==> src/rtl/err_rec_pkg.sv <==
package err_rec_pkg;
  localparam int STAT_W   = 64;
  localparam int CODE_W   = 8;
  localparam int BLK_LO   = 32;
  localparam int V_BIT    = 30;
  localparam int UE_BIT   = 29;
  localparam int OF_BIT   = 27;
  localparam int CE_LO    = 24;
  localparam int UET_LO   = 20;
  localparam int IERR_LO  = 8;
  localparam int SERR_LO  = 0;
  localparam logic [1:0] CE_NONE = 2'b00;
  localparam logic [1:0] CE_SOME = 2'b10;
  localparam logic [1:0] UET_UNC = 2'b11;
  localparam logic [STAT_W-1:0] LIVE_MASK = 64'h0000_00FF_6B30_FFFF;
endpackage

==> src/rtl/err_rec_wr_dec.sv <==
module err_rec_wr_dec
  import err_rec_pkg::*;
(
  input  logic              we,
  input  logic              rpt_vld,
  input  logic [STAT_W-1:0] wdata,
  output logic              grp_clr,
  output logic              of_clr,
  output logic              code_wr
);
  logic wr_ok;
  always_comb begin
    wr_ok   = we && !rpt_vld;
    grp_clr = wr_ok && wdata[V_BIT] && wdata[UE_BIT] && wdata[CE_LO+1];
    of_clr  = wr_ok && wdata[OF_BIT];
    code_wr = wr_ok;
  end
endmodule

==> src/rtl/err_rec_codes.sv <==
module err_rec_codes
  import err_rec_pkg::*;
#(
  parameter bit IERR_EN = 1'b1,
  parameter bit SERR_WR = 1'b0
) (
  input  logic              clk,
  input  logic              rst,
  input  logic              load,
  input  logic              wr,
  input  logic [CODE_W-1:0] rpt_ierr,
  input  logic [CODE_W-1:0] rpt_serr,
  input  logic [CODE_W-1:0] w_ierr,
  input  logic [CODE_W-1:0] w_serr,
  output logic [CODE_W-1:0] ierr_q,
  output logic [CODE_W-1:0] serr_q
);
  generate
    if (IERR_EN) begin : g_ierr
      always_ff @(posedge clk) begin
        if (rst)       ierr_q <= '0;
        else if (load) ierr_q <= rpt_ierr;
        else if (wr)   ierr_q <= w_ierr;
      end
    end else begin : g_no_ierr
      assign ierr_q = '0;
    end
  endgenerate

  always_ff @(posedge clk) begin
    if (rst)                serr_q <= '0;
    else if (load)          serr_q <= rpt_serr;
    else if (wr && SERR_WR) serr_q <= w_serr;
  end

  AST_SERR_RO: assert property (@(posedge clk) disable iff (rst)
    (!SERR_WR && !load) |=> serr_q == $past(serr_q));
endmodule

==> src/rtl/err_rec_blkid.sv <==
module err_rec_blkid
  import err_rec_pkg::*;
#(
  parameter bit              EN        = 1'b1,
  parameter logic [CODE_W-1:0] PING_CODE = 8'd19
) (
  input  logic              clk,
  input  logic              rst,
  input  logic              open,
  input  logic              inj,
  input  logic [CODE_W-1:0] ierr_in,
  input  logic [CODE_W-1:0] blk_in,
  output logic [CODE_W-1:0] blk_q
);
  generate
    if (EN) begin : g_blk
      logic cap;
      assign cap = open && !inj && (ierr_in == PING_CODE);
      always_ff @(posedge clk) begin
        if (rst)      blk_q <= '0;
        else if (cap) blk_q <= blk_in;
      end
    end else begin : g_no_blk
      assign blk_q = '0;
    end
  endgenerate

  AST_BLKID_INJ_HOLD: assert property (@(posedge clk) disable iff (rst)
    (open && inj) |=> blk_q == $past(blk_q));
endmodule

==> src/rtl/err_status_reg.sv <==
module err_status_reg
  import err_rec_pkg::*;
#(
  parameter int                REC_IDX      = 0,
  parameter int                IERR_RW_FROM = 13,
  parameter logic [CODE_W-1:0] PING_CODE    = 8'd19
) (
  input  logic              clk,
  input  logic              rst,
  input  logic              rpt_vld,
  input  logic              rpt_inj,
  input  logic              rpt_unc,
  input  logic [CODE_W-1:0] rpt_ierr,
  input  logic [CODE_W-1:0] rpt_serr,
  input  logic [CODE_W-1:0] rpt_blkid,
  input  logic              sw_we,
  input  logic [STAT_W-1:0] sw_wdata,
  output logic [STAT_W-1:0] status_q
);
  localparam bit IS_REC0 = (REC_IDX == 0);
  localparam bit IERR_EN = IS_REC0 || (REC_IDX >= IERR_RW_FROM);

  logic              v_q, ue_q, of_q;
  logic [1:0]        ce_q, uet_q;
  logic [CODE_W-1:0] ierr_q, serr_q, blk_q;
  logic              grp_clr, of_clr, code_wr, open;

  assign open = rpt_vld && !v_q;

  err_rec_wr_dec u_dec (
    .we(sw_we), .rpt_vld(rpt_vld), .wdata(sw_wdata),
    .grp_clr(grp_clr), .of_clr(of_clr), .code_wr(code_wr)
  );

  err_rec_codes #(.IERR_EN(IERR_EN), .SERR_WR(!IS_REC0)) u_codes (
    .clk(clk), .rst(rst), .load(open), .wr(code_wr),
    .rpt_ierr(rpt_ierr), .rpt_serr(rpt_serr),
    .w_ierr(sw_wdata[IERR_LO +: CODE_W]), .w_serr(sw_wdata[SERR_LO +: CODE_W]),
    .ierr_q(ierr_q), .serr_q(serr_q)
  );

  err_rec_blkid #(.EN(IS_REC0), .PING_CODE(PING_CODE)) u_blk (
    .clk(clk), .rst(rst), .open(open), .inj(rpt_inj),
    .ierr_in(rpt_ierr), .blk_in(rpt_blkid), .blk_q(blk_q)
  );

  always_ff @(posedge clk) begin
    if (rst) begin
      v_q   <= 1'b0;
      ue_q  <= 1'b0;
      ce_q  <= CE_NONE;
      uet_q <= 2'b00;
    end else if (open) begin
      v_q   <= 1'b1;
      ue_q  <= rpt_unc;
      ce_q  <= rpt_unc ? CE_NONE : CE_SOME;
      uet_q <= rpt_unc ? UET_UNC : 2'b00;
    end else if (grp_clr) begin
      v_q   <= 1'b0;
      ue_q  <= 1'b0;
      ce_q  <= CE_NONE;
      uet_q <= 2'b00;
    end
  end

  always_ff @(posedge clk) begin
    if (rst)                  of_q <= 1'b0;
    else if (rpt_vld && v_q)  of_q <= 1'b1;
    else if (of_clr)          of_q <= 1'b0;
  end

  always_comb begin
    status_q = '0;
    status_q[BLK_LO +: CODE_W]  = blk_q;
    status_q[V_BIT]             = v_q;
    status_q[UE_BIT]            = ue_q;
    status_q[OF_BIT]            = of_q;
    status_q[CE_LO +: 2]        = ce_q;
    status_q[UET_LO +: 2]       = uet_q;
    status_q[IERR_LO +: CODE_W] = ierr_q;
    status_q[SERR_LO +: CODE_W] = serr_q;
  end

  AST_RSVD_ZERO:  assert property (@(posedge clk) disable iff (rst)
    (status_q & ~LIVE_MASK) == '0);
  AST_OPEN_SETS_V: assert property (@(posedge clk) disable iff (rst)
    rpt_vld |=> v_q);
  AST_CE_LEGAL:   assert property (@(posedge clk) disable iff (rst)
    ce_q != 2'b01);
  AST_OVF_KEEP:   assert property (@(posedge clk) disable iff (rst)
    (rpt_vld && v_q) |=> of_q && ierr_q == $past(ierr_q) && serr_q == $past(serr_q));
  AST_GRP_HOLD:   assert property (@(posedge clk) disable iff (rst)
    (!rpt_vld && !(sw_we && sw_wdata[V_BIT] && sw_wdata[UE_BIT] && sw_wdata[CE_LO+1]))
      |=> v_q == $past(v_q) || v_q);
  AST_UE_NEEDS_V: assert property (@(posedge clk) disable iff (rst)
    ue_q |-> v_q);
  AST_OF_CLR:     assert property (@(posedge clk) disable iff (rst)
    (sw_we && !rpt_vld && sw_wdata[OF_BIT]) |=> !of_q);
  AST_RPT_WINS:   assert property (@(posedge clk) disable iff (rst)
    (rpt_vld && sw_we) |=> v_q && !$past(of_clr && !of_q) || of_q);
endmodule

==> config.mk <==
export PLATFORM = sky130hd
export DESIGN_NAME = err_status_reg
export DESIGN_NICKNAME = d
export VERILOG_FILES = /design/src/rtl/err_rec_pkg.sv /design/src/rtl/err_rec_wr_dec.sv /design/src/rtl/err_rec_codes.sv /design/src/rtl/err_rec_blkid.sv /design/src/rtl/err_status_reg.sv
export SDC_FILE = /design/constraint.sdc
export NUM_CORES = 1
export LEC_CHECK = 0
export ABC_AREA = 1
export ABC_CLOCK_PERIOD_IN_PS = 1300
export CORE_MARGIN = 8
export CORE_UTILIZATION = 40
export DETAILED_ROUTE_END_ITERATION = 8
export DONT_BUFFER_PORTS = 1
export GPL_ROUTABILITY_DRIVEN = 0
export GPL_TIMING_DRIVEN = 0
export PLACE_DENSITY = 0.6
export SLEW_MARGIN = 20
export SYNTH_ARGS = -nofsm -noshare
export SYNTH_HDL_FRONTEND = slang
export SYNTH_SLANG_ARGS = --single-unit
==> constraint.sdc <==
create_clock -name clk -period 1.3 [get_ports clk]
set_input_delay 0.13 -clock clk [delete_from_list [all_inputs] [get_ports clk]]
set_output_delay 0.13 -clock clk [all_outputs]
set_load 0.005 [all_outputs]
# == After elaboration in Yosys (flattened, before gate mapping) ==
# Index checks and enable logic that the tools add are counted.
# W data, S select, Z words.
# totals
reg_bits,31
inputBits,94
word_cells,36
# classes
eq_ne,1
mux,12
reduce_logical,15
# ops
op,n
$mux W8,2
$mux W2,5
$logic_and A1 B1 Y1,9
$eq A8 B5 Y1 const B,1
$reduce_bool A2 Y1,3
$mux W1,5
$logic_not A1 Y1,3

# == Logic depth before layout (Yosys ltp) ==
# depth
depth_word,7
ltp_mapped,8
ltp_nobuf,7

# == Cells and area by module ==
# Synthesis repeated with hierarchy kept, for this count alone.
# hier_totals
cells_unflattened,236
hier_area_um2,1686.6
# modules_own_cells
mod,instances,cells_each,area_each_um2,seq_area_each_um2
err_rec_codes,1,96,715.7,320.3
err_status_reg,1,66,473.0,80.1
err_rec_blkid,1,67,465.4,160.2
err_rec_wr_dec,1,7,32.5,0.0

# == Worst setup path before layout ==
# OpenSTA, ideal clock, no wires.
# synth_path
path_type,reg2reg
startpoint,reg v_q
endpoint,reg u_codes.ierr_q[5]
setup_ps,118
t_arrival_ps,940
setup_slack_ps,242
stages_incl_launch_ff,8
path_buffers,2
synth_period_minus_slack_ps,1058
cell_sequence,dfxtp_1 > inv_1 > nand2_2 > buf_6 > inv_2 > buf_2 > nor3_1 > nor2_1
# synth_via
elab_chain_cells,3
elab_cells_between_ends,4
classes_between,1 x mux; 3 x reduce/logical
# synth_rtl
item,line,text
"start, declared",err_status_reg.sv:23,"logic v_q, ue_q, of_q;"
"start signal, assigned",err_status_reg.sv:49,v_q <= 1'b0;
"start signal, assigned",err_status_reg.sv:54,v_q <= 1'b1;
"start signal, assigned",err_status_reg.sv:59,v_q <= 1'b0;
$logic_not A1 Y1 *,err_status_reg.sv:28,assign open = rpt_vld && !v_q;
$logic_and A1 B1 Y1 *,err_status_reg.sv:28,
$mux W8 / $reduce_bool A2 Y1 (equally long branches),n/a,
"end signal, assigned",err_rec_codes.sv:22,else if (load) ierr_q <= rpt_ierr;
"end signal, assigned",err_rec_codes.sv:23,else if (wr) ierr_q <= w_ierr;
"end, declared",err_rec_codes.sv:15,"output logic [CODE_W-1:0] ierr_q,"
# Every way passes the cells marked *; elsewhere a longest branch is shown, timed or not.
# A chain may end at the register's enable or synchronous reset.

# == Worst setup path after layout ==
# Ends and elaborated chain as after synthesis.

==> implementation parameters <==
Parameter                              Value

Run status
  Run status    completed

Power
  Worst-case vdd ir drop    0.000442 V
  Total power per unit cell area    1020 nW/um^2
  Static Leak    0.988 nW
  Total Power    1.97 mW

Synthesis
  Leading area contributor after synthesis    sky130_fd_sc_hd__dfxtp_1
  Synth Warn #    0
  Post-synthesis instance area    1500 um^2
  Post-synthesis share of cell area spent on and, or, nand and nor gates    27.0%
  Dominant cells by area after synthesis    sky130_fd_sc_hd__dfxtp_1 (37%), sky130_fd_sc_hd__buf_4 (19%), sky130_fd_sc_hd__nor2_1 (10%)
  Main combinational cell family by area after synthesis    buffers and inverters
  Instance count of the mapped netlist    207
  Distinct cell type count of the synthesized netlist    20
  Post-synthesis sequential area ratio    37.3%
  Area share of the largest cell type after synthesis    37.3%
  Synth Area per Inst    7.27 um^2
  Post-synthesis xor/xnor area fraction    0%
  Adder-cell share of the synthesized area    0%
  Post-synthesis compound-gate area fraction    8.15%
  Multiplexer area fraction after synthesis    0%
  Register bit count reported by yosys    28

CTS
  Buffer depth of the longest clock path    2
  Master cell of the clock root buffer    sky130_fd_sc_hd__clkbuf_8
  Clock latency on the worst-skew pair    0.27 ns
  CTS HTree Levels    1
  Clock tree from TritonCTS    done
  Clock transition at the registers of the reported paths    0.10 ns
  Count of clock tree sinks    28
  Postcts setup bufs    0
  Cts bufs inserted    3

Placed design
  Placed Area    1690 um^2
  Number of I/O port buffers    0
  Number of placed cells counting well taps    288
  Detailed placement HPWL    3020 um

Worst setup path
  Worst reg-to-reg setup slack    0.11 ns
  Sum of buffers and inverters on the critical path    4
  CP cell instances    inv_1 > nand2_2 > buf_6 > inv_2 > buf_2 > nor3_1 > nor2_1
  Critical path data arrival time    1.36 ns
  Largest stage delay on the critical path    0.39 ns
  Worst setup SP type    flip-flop
  Critical path's slowest cell    sky130_fd_sc_hd__dfxtp_1
  Cell family with the largest share of critical-path delay    buffers and inverters
  Data required time of the critical path    1.48 ns
  Crit path capture type    flip-flop
  Critical path start-end classification    reg -> reg
  Maximum fanout along the worst path    10

Job
  Number of maximum-capacitance constraint violations    0

Die
  Floorplan Core Area    3630 um^2
  Vert. Die Dim    77.3 um
  Boundary pin count    158
  DIE AREA    5980 um^2
  Effective utilization at floorplan    41.4%
  Placement row count    22
  Die Span X    77.3 um

Global routing
  Wire length of the first global-routing pass    6340 um
  Tot GR Track Use    12.7%
  Number of global-route vias before repair    1328
  Total grt overflow    0
  Largest net degree at the start of global routing    17
  Antenna violations before repair    0

Routing
  Total Routed Length    3790 um
  Routed vias/inst    4.02
  Number of search-and-repair iterations in the first detailed-routing pass    4
  Starting DRT DRC Count    35
  Routed via count    1243
  Number of nets with antenna violations after routing    0
  Number of design rule violations left after detail routing    0
  Final routed wire length divided by cell count    12.3 um

Timing
  Number of failing setup endpoints in the final timing report    0
  Worst Skew    0.00569 ns
  Worst hold-check slack    0.0220 ns
  Max Fclk    841 MHz
  Fin crit share    91.4%
  Final Slew Violations    0
  Count of final hold-check violations    0
  Min cycle time layout    1.19 ns

Layout
  Number of nets at the end of the flow    356
  Count of fill cells added during filler insertion    377
  Share of post-route cells with drive strength above 1    24.1%
  Final cell area excluding filler cells    1930 um^2
  Diode count    0
  Area delta synth->final    28.5%
  Finished Layout Cells    309

Worst hold path
  Class of the tightest hold or removal check    in -> reg
[stage by stage]
stage          setup slack (ns)  util (%)  setup TNS, ns
6_report                  0.111      53.2              0
3_3_place_gp              0.108      46.5              0
5_1_grt               -0.000387      53.2      -0.000387
2_1_floorplan             0.242         -              0
3_5_place_dp             0.0954      46.5              0
4_1_cts                  0.0805      53.1              0
[cell families after synthesis]
kind of cell,Yosys count
DFF,28
and+or+nand+nor,94
buffers and inverters,63
AOI/OAI and AO/OA,21
other,1
[where the power goes]
| part | switching, mW | total, mW | leakage (nW) | internal (mW) |
|---|---|---|---|---|
| clock network | 0.273 | 0.685 | 0.0357 | 0.412 |
| logic | 0.153 | 0.329 | 0.722 | 0.176 |
| registers | 0.0458 | 0.958 | 0.230 | 0.912 |
[layout by cell type, fill, tap and decap left out]
| cell | synthesis | routed |
|---|---|---|
| sky130_fd_sc_hd__a21oi_1 | 5 | 5 |
| sky130_fd_sc_hd__buf_2 | 2 | 2 |
| sky130_fd_sc_hd__buf_4 | 39 | 39 |
| sky130_fd_sc_hd__buf_6 | 3 | 3 |
| sky130_fd_sc_hd__bufinv_16 | 0 | 1 |
| sky130_fd_sc_hd__clkbuf_1 | 1 | 1 |
| sky130_fd_sc_hd__clkbuf_4 | 1 | 1 |
| sky130_fd_sc_hd__clkbuf_8 | 0 | 3 |
| sky130_fd_sc_hd__conb_1 | 1 | 34 |
| sky130_fd_sc_hd__dfxtp_1 | 28 | 28 |
| sky130_fd_sc_hd__dlygate4sd3_1 | 0 | 17 |
| sky130_fd_sc_hd__inv_1 | 12 | 12 |
| sky130_fd_sc_hd__inv_2 | 5 | 5 |
| sky130_fd_sc_hd__nand2_1 | 32 | 31 |
| sky130_fd_sc_hd__nand2_2 | 4 | 5 |
| sky130_fd_sc_hd__nand3_1 | 4 | 4 |
| sky130_fd_sc_hd__nand3_4 | 1 | 1 |
| sky130_fd_sc_hd__nor2_1 | 40 | 40 |
| sky130_fd_sc_hd__nor2_2 | 3 | 3 |
| sky130_fd_sc_hd__nor3_1 | 7 | 7 |
| sky130_fd_sc_hd__o211ai_1 | 7 | 7 |
| sky130_fd_sc_hd__o21ai_0 | 9 | 9 |
| sky130_fd_sc_hd__or2_1 | 3 | 3 |
[registers in the layout, summed over array words and instances, names as in the netlist]
register,flops
ce_q,1
of_q,1
uet_q,1
u_codes.serr_q,8
u_blk.blk_q,8
v_q,1
u_codes.ierr_q,8
[cells in the mapped netlist]
cell type                   n
sky130_fd_sc_hd__inv_2      5
sky130_fd_sc_hd__a21oi_1    5
sky130_fd_sc_hd__buf_4     39
sky130_fd_sc_hd__nor2_1    40
sky130_fd_sc_hd__buf_2      2
sky130_fd_sc_hd__or2_1      3
sky130_fd_sc_hd__nand2_2    4
sky130_fd_sc_hd__o211ai_1   7
sky130_fd_sc_hd__conb_1     1
sky130_fd_sc_hd__clkbuf_1   1
sky130_fd_sc_hd__o21ai_0    9
sky130_fd_sc_hd__nand3_4    1
sky130_fd_sc_hd__dfxtp_1   28
sky130_fd_sc_hd__nand3_1    4
sky130_fd_sc_hd__nor3_1     7
sky130_fd_sc_hd__clkbuf_4   1
sky130_fd_sc_hd__nand2_1   32
sky130_fd_sc_hd__inv_1     12
sky130_fd_sc_hd__nor2_2     3
sky130_fd_sc_hd__buf_6      3
[area by class of cell]
type,instances,area (um^2),area share (%)
plain buffers,46,348,18.0
clock buffers,3,41.3,2.14
clock inverters,1,30.0,1.55
inverters,17,63.8,3.30
multi-input cells,149,658,34.1
flip-flops and latches,28,561,29.0
well taps,48,60.1,3.11
repair buffers,17,170,8.81
[final timing paths]
path	startpoint	to	cells after the start
min reg2reg	of_q$_SDFFE_PP0P_	of_q$_SDFFE_PP0P_	2
max reg2reg	v_q$_SDFFE_PP0P_	u_codes.ierr_q[5]$_SDFFE_PP0P_	7
min	rpt_serr[6]	u_codes.serr_q[6]$_SDFFE_PP0P_	2
max	v_q$_SDFFE_PP0P_	u_codes.ierr_q[5]$_SDFFE_PP0P_	7
[timing repair]
action	CTS	global route
setup endpoints to repair	0	7
resized for setup	0	1
hold buffers	17	0
endpoints found under the hold margin	19	0
[routing by layer]
layer  GRT usage (%)  vias to the layer above  routed length, um
li1                -                      678                  -
met5               0                        -                  0
met2            22.7                       62               1820
met3            6.18                        2                510
met1            12.7                      501               1440
met4            3.40                        0                 19
No activity file was read; power rests on OpenSTA's default activity.
